### src/rtl/ctrl_pkg.sv
package ctrl_pkg;
  localparam int INS_ADD = 0;
  localparam int INS_BR  = 1;
  localparam int INS_BRN = 2;
  localparam int INS_OTH = 3;
  localparam int N_INS   = 4;

  typedef struct packed {
    logic pc_out;
    logic pc_in;
    logic mar_in;
    logic mdr_out;
    logic ir_in;
    logic y_in;
    logic z_in;
    logic z_out;
    logic r1_out;
    logic r1_in;
    logic r3_out;
    logic off_out;
    logic rd;
    logic sel4;
    logic sel_y;
    logic add;
    logic wmfc;
    logic fin;
  } ctrl_t;
endpackage

### src/rtl/step_counter.sv
module step_counter #(
  parameter int N_STEPS = 8,
  localparam int CW = $clog2(N_STEPS)
) (
  input  logic          clk_i,
  input  logic          rst_ni,
  input  logic          run_i,
  input  logic          stall_i,
  input  logic          fin_i,
  output logic [CW-1:0] cnt_o
);
  always_ff @(posedge clk_i or negedge rst_ni) begin
    if (!rst_ni)          cnt_o <= '0;
    else if (run_i) begin
      if (fin_i)          cnt_o <= '0;
      else if (!stall_i)  cnt_o <= cnt_o + 1'b1;
    end
  end

  a_r10_run_hold: assert property (@(posedge clk_i) disable iff (!rst_ni)
    !run_i |=> $stable(cnt_o));
endmodule

### src/rtl/step_decoder.sv
module step_decoder #(
  parameter int N_STEPS = 8,
  localparam int CW = $clog2(N_STEPS)
) (
  input  logic [CW-1:0]      cnt_i,
  output logic [N_STEPS-1:0] t_o
);
  for (genvar k = 0; k < N_STEPS; k++) begin : g_t
    assign t_o[k] = (cnt_i == CW'(k));
  end
endmodule

### src/rtl/instr_decoder.sv
module instr_decoder
  import ctrl_pkg::*;
#(
  parameter int               OPC_W   = 4,
  parameter logic [OPC_W-1:0] OPC_ADD = 'h1,
  parameter logic [OPC_W-1:0] OPC_BR  = 'h2,
  parameter logic [OPC_W-1:0] OPC_BRN = 'h3
) (
  input  logic [OPC_W-1:0] opc_i,
  output logic [N_INS-1:0] ins_o
);
  always_comb begin
    ins_o          = '0;
    ins_o[INS_ADD] = (opc_i == OPC_ADD);
    ins_o[INS_BR]  = (opc_i == OPC_BR);
    ins_o[INS_BRN] = (opc_i == OPC_BRN);
    ins_o[INS_OTH] = ~|ins_o[INS_BRN:INS_ADD];
  end
endmodule

### src/rtl/signal_encoder.sv
module signal_encoder
  import ctrl_pkg::*;
#(
  parameter int N_STEPS = 8
) (
  input  logic [N_STEPS-1:0] t_i,
  input  logic [N_INS-1:0]   ins_i,
  input  logic               n_i,
  output ctrl_t              c_o
);
  logic i_add, take, skip;
  logic t1, t2, t3, t4, t5, t6, t7;

  always_comb begin
    {t7, t6, t5, t4, t3, t2, t1} = t_i[6:0];
    i_add = ins_i[INS_ADD];
    take  = ins_i[INS_BR] | (ins_i[INS_BRN] & n_i);
    skip  = (ins_i[INS_BRN] & ~n_i) | ins_i[INS_OTH];

    c_o.pc_out  = t1;
    c_o.sel4    = t1;
    c_o.ir_in   = t3;
    c_o.mar_in  = t1 | (t4 & i_add);
    c_o.rd      = t1 | (t4 & i_add);
    c_o.add     = t1 | (t6 & i_add) | (t4 & take);
    c_o.z_in    = t1 | (t6 & i_add) | (t4 & take);
    c_o.z_out   = t2 | (t7 & i_add) | (t5 & take);
    c_o.pc_in   = t2 | (t5 & take);
    c_o.y_in    = t2 | (t5 & i_add);
    c_o.wmfc    = t2 | (t5 & i_add);
    c_o.mdr_out = t3 | (t6 & i_add);
    c_o.r3_out  = t4 & i_add;
    c_o.r1_out  = t5 & i_add;
    c_o.sel_y   = t6 & i_add;
    c_o.r1_in   = t7 & i_add;
    c_o.off_out = t4 & take;
    c_o.fin     = (t7 & i_add) | (t5 & take) | (t4 & skip);
  end
endmodule

### src/rtl/hw_ctrl_unit.sv
module hw_ctrl_unit
  import ctrl_pkg::*;
#(
  parameter int               OPC_W   = 4,
  parameter int               N_STEPS = 8,
  parameter logic [OPC_W-1:0] OPC_ADD = 'h1,
  parameter logic [OPC_W-1:0] OPC_BR  = 'h2,
  parameter logic [OPC_W-1:0] OPC_BRN = 'h3
) (
  input  logic               clk_i,
  input  logic               rst_ni,
  input  logic               run_i,
  input  logic [OPC_W-1:0]   opc_i,
  input  logic               n_i,
  input  logic               mfc_i,
  output logic [N_STEPS-1:0] step_o,
  output logic               pc_out_o,
  output logic               pc_in_o,
  output logic               mar_in_o,
  output logic               mdr_out_o,
  output logic               ir_in_o,
  output logic               y_in_o,
  output logic               z_in_o,
  output logic               z_out_o,
  output logic               r1_out_o,
  output logic               r1_in_o,
  output logic               r3_out_o,
  output logic               off_out_o,
  output logic               rd_o,
  output logic               sel4_o,
  output logic               sel_y_o,
  output logic               add_o,
  output logic               wmfc_o,
  output logic               end_o
);
  localparam int CW = $clog2(N_STEPS);

  logic [CW-1:0]    cnt;
  logic [N_INS-1:0] ins;
  ctrl_t            c;
  logic             stall;

  assign stall = c.wmfc & ~mfc_i;

  step_counter #(.N_STEPS(N_STEPS)) u_cnt (
    .clk_i(clk_i), .rst_ni(rst_ni), .run_i(run_i),
    .stall_i(stall), .fin_i(c.fin), .cnt_o(cnt)
  );

  step_decoder #(.N_STEPS(N_STEPS)) u_sdec (.cnt_i(cnt), .t_o(step_o));

  instr_decoder #(
    .OPC_W(OPC_W), .OPC_ADD(OPC_ADD), .OPC_BR(OPC_BR), .OPC_BRN(OPC_BRN)
  ) u_idec (.opc_i(opc_i), .ins_o(ins));

  signal_encoder #(.N_STEPS(N_STEPS)) u_enc (
    .t_i(step_o), .ins_i(ins), .n_i(n_i), .c_o(c)
  );

  assign pc_out_o  = c.pc_out;
  assign pc_in_o   = c.pc_in;
  assign mar_in_o  = c.mar_in;
  assign mdr_out_o = c.mdr_out;
  assign ir_in_o   = c.ir_in;
  assign y_in_o    = c.y_in;
  assign z_in_o    = c.z_in;
  assign z_out_o   = c.z_out;
  assign r1_out_o  = c.r1_out;
  assign r1_in_o   = c.r1_in;
  assign r3_out_o  = c.r3_out;
  assign off_out_o = c.off_out;
  assign rd_o      = c.rd;
  assign sel4_o    = c.sel4;
  assign sel_y_o   = c.sel_y;
  assign add_o     = c.add;
  assign wmfc_o    = c.wmfc;
  assign end_o     = c.fin;

  a_r8_wmfc_hold: assert property (@(posedge clk_i) disable iff (!rst_ni)
    (run_i && wmfc_o && !mfc_i) |=> $stable(step_o));
  a_r9_end_restart: assert property (@(posedge clk_i) disable iff (!rst_ni)
    (run_i && end_o) |=> step_o[0]);
  a_r11_single_driver: assert property (@(posedge clk_i) disable iff (!rst_ni)
    $countones({pc_out_o, mdr_out_o, z_out_o, r1_out_o, r3_out_o, off_out_o}) <= 1
    && !(z_in_o && z_out_o));
  a_r12_step_onehot: assert property (@(posedge clk_i) disable iff (!rst_ni)
    $countones(step_o) == 1);
  a_r12_step_advance: assert property (@(posedge clk_i) disable iff (!rst_ni)
    (run_i && !end_o && !(wmfc_o && !mfc_i)) |=> (step_o == ($past(step_o) << 1)));
endmodule

### config.mk
export PLATFORM = sky130hd
export DESIGN_NAME = hw_ctrl_unit
export DESIGN_NICKNAME = d
export VERILOG_FILES = /design/src/rtl/ctrl_pkg.sv /design/src/rtl/step_counter.sv /design/src/rtl/step_decoder.sv /design/src/rtl/instr_decoder.sv /design/src/rtl/signal_encoder.sv /design/src/rtl/hw_ctrl_unit.sv
export SDC_FILE = /design/constraint.sdc
export NUM_CORES = 1
export LEC_CHECK = 0
export ABC_CLOCK_PERIOD_IN_PS = 2200
export BUFFER_PORTS_ARGS = -buffer_cell sky130_fd_sc_hd__buf_2
export CORE_AREA = 2 2 39 41
export DETAILED_ROUTE_END_ITERATION = 16
export DIE_AREA = 0 0 41 43
export PLACE_DENSITY = 0.71
export SLEW_MARGIN = 20
export SYNTH_ARGS = -nofsm -noshare
export SYNTH_HDL_FRONTEND = slang
export SYNTH_SLANG_ARGS = --single-unit
### constraint.sdc
create_clock -name clk_i -period 2.2 [get_ports clk_i]
set_clock_uncertainty 0.1 [all_clocks]
set_input_delay 0.11 -clock clk_i [delete_from_list [all_inputs] [get_ports clk_i]]
set_output_delay 0.11 -clock clk_i [all_outputs]
set_load 0.03 [all_outputs]
; Word level (Yosys, flattened, before mapping)
; Index checks and enable logic that the tools add are counted.
; W data, S select, Z words.
[word_totals]
in_bits = 9
out_inout_bits = 26
word_cells = 43
register_bits = 3
[op_classes]
addsub = 1
bitwise = 24
mux = 2
reduce_logical = 4
n_eq_ne = 11
[op_table]
columns = op, n
row1 = $eq A3 B3 Y1 const B, 4
row2 = $or A1 B1 Y1, 12
row3 = $and A1 B1 Y1, 10
row4 = $eq A4 B2 Y1 const B, 2
row5 = $eq A3 B2 Y1 const B, 2
row6 = $mux W3, 2
row7 = $eq A4 B1 Y1 const B, 1
row8 = $add A3 B1 Y3 const B, 1
row9 = $eq A3 B1 Y1 const B, 1
row10 = $logic_not A3 Y1, 1
row11 = $reduce_or A3 Y1, 1
row12 = $ne A2 B2 Y1 const B, 1
row13 = $not A1 Y1, 2
row14 = $reduce_and A2 Y1, 1
row15 = $logic_not A1 Y1, 1

; Depth between registers and ports, before layout
[depth]
depth_word = 8
ltp_mapped = 7
ltp_nobuf = 6

; By module
; Synthesis repeated with hierarchy kept, for this count alone.
[unflattened]
hier_cells = 54
area_unflattened_um2 = 430.4
[by_module_without_submodules]
columns = module, cells_each, seq_area_each_um2, area_per_inst_um2, n_inst
row1 = step_counter, 17, 75.1, 170.2, 1
row2 = signal_encoder, 23, 0.0, 147.6, 1
row3 = step_decoder, 8, 0.0, 65.1, 1
row4 = instr_decoder, 5, 0.0, 33.8, 1
row5 = hw_ctrl_unit, 1, 0.0, 13.8, 1

; Least setup slack after synthesis
; OpenSTA, ideal clock, no wires.
[synth_timing]
kind = register -> output
start = register u_cnt.cnt_o[0]
end = output port z_in_o
stages_incl_launch_ff = 6
arrival_ns = 2.005
path_slack_ns = -0.015
n_path_buf = 1
t_required_ns = 1.990
path_cell_list = dfrtp_1 ha_1 ha_1 and3_1 or3_1 buf_4
[synth_between]
word_cells_on_any_way = 7
classes_between = 2 x eq/ne / 4 x bitwise / 1 x reduce/logical
[synth_lines]
columns = element, line_no
row1 = "start, declared", step_counter.sv:10  ; output logic [CW-1:0] cnt_o
row2 = "start signal, assigned", step_counter.sv:16  ; else if (!stall_i) cnt_o <= cnt_o + 1'b1;
row3 = $eq A3 B2 Y1, step_decoder.sv:9  ; assign t_o[k] = (cnt_i == CW'(k));
row4 = named net step_o[3], hw_ctrl_unit.sv:16  ; output logic [N_STEPS-1:0] step_o,
row5 = $and A1 B1 Y1, -
row6 = named net off_out_o, hw_ctrl_unit.sv:28  ; output logic off_out_o,
row7 = $or A1 B1 Y1, signal_encoder.sv:26  ; c_o.z_in = t1 | (t6 & i_add) | (t4 & take);
row8 = "end, declared", hw_ctrl_unit.sv:23  ; output logic z_in_o,
; The timed path passes the listed nets, and every way through them passes these cells.

; Worst setup path after layout
[layout_timing]
start = register u_cnt.cnt_o[0]
end = output port add_o
[layout_between]
elab_chain_len = 4
word_cells_on_any_way = 7
classes_between = 2 x eq/ne / 4 x bitwise / 1 x reduce/logical
[layout_lines]
columns = element, line_no
row1 = $eq A3 B3 Y1, step_decoder.sv:9
row2 = $and A1 B1 Y1, signal_encoder.sv:25  ; c_o.add = t1 | (t6 & i_add) | (t4 & take);
row3 = $or A1 B1 Y1, signal_encoder.sv:25
row4 = $or A1 B1 Y1 (*), signal_encoder.sv:25
row5 = "end, declared", hw_ctrl_unit.sv:32  ; output logic add_o,
; Mark *: on every way between the ends. The rest lies on a longest branch, timed or not.

==> flow_summary.json <==
{
  "reg_top3": "u_cnt.cnt_o (3)",
  "clock-sinks": 3,
  "gp_congestion": 0.740,
  "ys_ff_latch": 3,
  "synth_nets": 71,
  "avgSynthCellArea_sq_um": 8.31,
  "max_freq_mhz": 498,
  "final_core_util": 0.471,
  "regMostFlops": "u_cnt.cnt_o",
  "rsz0062_at_grt": "no",
  "largest_reg_flops": 3,
  "switchingPower_w": 0.000635,
  "grt_pass1_wl_microns": 1550,
  "finalWirelength_microns": 1020,
  "regToRegSetupSlack_ns": 0.43,
  "total_power_w": 0.00104,
  "pwr-share-seq": 0.111,
  "portBuffers": 34,
  "antenna_left": 0,
  "clk_latency_ns": 0.23,
  "vias_per_cell": 4.62,
  "syn_to_final_growth_pct": 40.1,
  "ir_worst_vdd_uv": 605,
  "outcome": "finished clean",
  "combPwrFrac": 0.798,
  "io_pins": 35,
  "cts_resized": 0,
  "h-tree-depth": 1,
  "synth_cell_type_count": 24,
  "post-route-period-util": 0.912,
  "max-cap-violations": 0,
  "holdCritPathClass": "input pin to asynchronous set/reset pin",
  "grt_max_degree": 10,
  "place_hpwl_microns": 863,
  "drt-pass1-iter-count": 3,
  "nNetsFinal": 105,
  "seq_area_frac_synth": 0.161,
  "placeableCoreArea_sq_um": 1380,
  "synth_top_flop_cell": "dfrtp_1",
  "p_int_w": 0.000404,
  "worstPathArrival_ns": 1.80,
  "p_per_area_nw_per_um2": 1590,
  "start_util": 0.336,
  "grt_pass1_vias": 428,
  "drc_errors": 0,
  "cts_root_buffer": "clkbuf_4",
  "fin_tns_setup_ns": 0,
  "worstPathRequired_ns": 1.99,
  "r2r_cells": 6,
  "die_w_microns": 41,
  "tritoncts": "yes",
  "cts_buffers": 3,
  "row_count": 14,
  "die-area_sq_um": 1760,
  "antenna_found_initial": 0,
  "grt_overflow_total": 0,
  "final-setup-viol-count": 0,
  "fin_crit_ns": 2.01,
  "diodes": 0,
  "clockBufferDepth": 2,
  "synth_edf_count": 0,
  "async_flop_share": 1.00,
  "finalHoldViolations": 0,
  "grt_usage": 0.123,
  "die_h_microns": 43,
  "vias": 485,
  "routedWlPerCell_microns": 9.70,
  "cellLeakagePower_nw": 0.436,
  "syn-cell-area_sq_um": 465,
  "p_sw_frac": 0.611,
  "reg2reg_from": "u_cnt.cnt_o[0]",
  "start_kind": "flop",
  "netlist_instances": 56,
  "regToRegEndpoint": "u_cnt.cnt_o[2]",
  "worstPathMaxFanout": 4,
  "power.clock.fraction": 0.091,
  "path_clk_slew_ns": 0.04,
  "slew_violations": 0,
  "drive_gt1_frac": 0.494,
  "critPathKind": "flop to output port",
  "first_iter_violations": 4,
  "relSlewSlack": 0.745,
  "crit_path_end_kind": "output port",
  "mostFrequentLayoutCells": "buf_2, inv_1, ha_1",
  "final_common_cell": "buf_2",
  "tightest_slew_ns": 0.381,
  "yosys_warnings": 0
}
## worst max-delay path: stages (launching register included)
cell and delay [ns]:
dfrtp_1 0.41, ha_1 0.24, ha_1 0.21, and3_1 0.16, or3_4 0.36, buf_2 0.18
## layout make-up
class / count / area [sq um]
clock buffers: 4 / 26.3
fillers: 137 / 732
inverters: 9 / 33.8
multi-input cells: 38 / 317
flip-flops and latches: 3 / 75.1
well taps: 16 / 20.0
repair buffers: 35 / 180
## through the flow
| stage | setup slack (ns) | hold slack, ns | cell area (sq um) | cells |
|---|---|---|---|---|
| 2_1_floorplan | 0.0954 | -0.286 | 470 | 56 |
| 3_3_place_gp | 0.467 | -0.194 | 616 | 100 |
| 3_5_place_dp | 0.426 | -0.194 | 616 | 100 |
| 4_1_cts | 0.171 | 0.0901 | 652 | 105 |
| 5_1_grt | 0.103 | 0.129 | 652 | 105 |
| 6_report | 0.193 | 0.108 | 652 | 105 |
## worst max-delay path by stage
stage / cells past startpoint / slack, ns / start / end
5_1_grt: 5 / 0.10 / u_cnt.cnt_o[0] / add_o
4_1_cts: 5 / 0.17 / u_cnt.cnt_o[0] / add_o
3_3_place_gp: 5 / 0.47 / u_cnt.cnt_o[0] / add_o
3_5_place_dp: 5 / 0.43 / u_cnt.cnt_o[0] / add_o
2_1_floorplan: 5 / 0.1 / u_cnt.cnt_o[0] / z_in_o
6_report: 5 / 0.19 / u_cnt.cnt_o[0] / add_o
## cells in the mapped netlist, drive strengths merged (2+ instances only)
cell type,instances,area (sq um)
nor2b,2,12.5
and2,5,33.8
o22ai,2,12.5
dfrtp,3,75.1
inv,9,33.8
nand3,3,15.0
nor3b,2,20.0
or2,3,18.8
ha,6,75.1
buf,6,45.0
nand2,4,15.0
## what timing repair did
| item | CTS | global route |
|---|---|---|
| hold endpoints to repair | 3 | 0 |
| hold buffers | 1 | 0 |
| buffers inserted | 0 | 0 |
| setup endpoints to repair | 0 | 0 |
## power groups by stage
| stage | clock network (W) | logic, W | registers, W |
|---|---|---|---|
| after detailed placement | 0 | 0.000836 | 0.000117 |
| after floorplan | 0 | 0.000706 | 0.000109 |
| after CTS | 0.000101 | 0.000839 | 0.000117 |
| after global routing | 0.000101 | 0.000910 | 0.000123 |
| final | 0.0000948 | 0.000829 | 0.000116 |
| after global placement | 0 | 0.000827 | 0.000115 |
## logic make-up after synthesis
family,count (synthesis),share of synthesized area
mux,1,0.0215
flops,3,0.161
fa+ha+maj,6,0.161
simple gates,25,0.371
buf+inv,15,0.169
compound gates,6,0.116
## routing by layer
layer / GRT usage / part of all wire / routed length (microns) / vias to the layer above
met5: 0 / 0 / 0 / -
met4: 0.0600 / 0 / 0 / 0
met3: 0 / 0.092 / 94 / 0
met2: 0.209 / 0.49 / 501 / 23
met1: 0.149 / 0.41 / 422 / 216
li1: - / - / - / 246
Note: power is estimated with default switching activity, not from simulation.
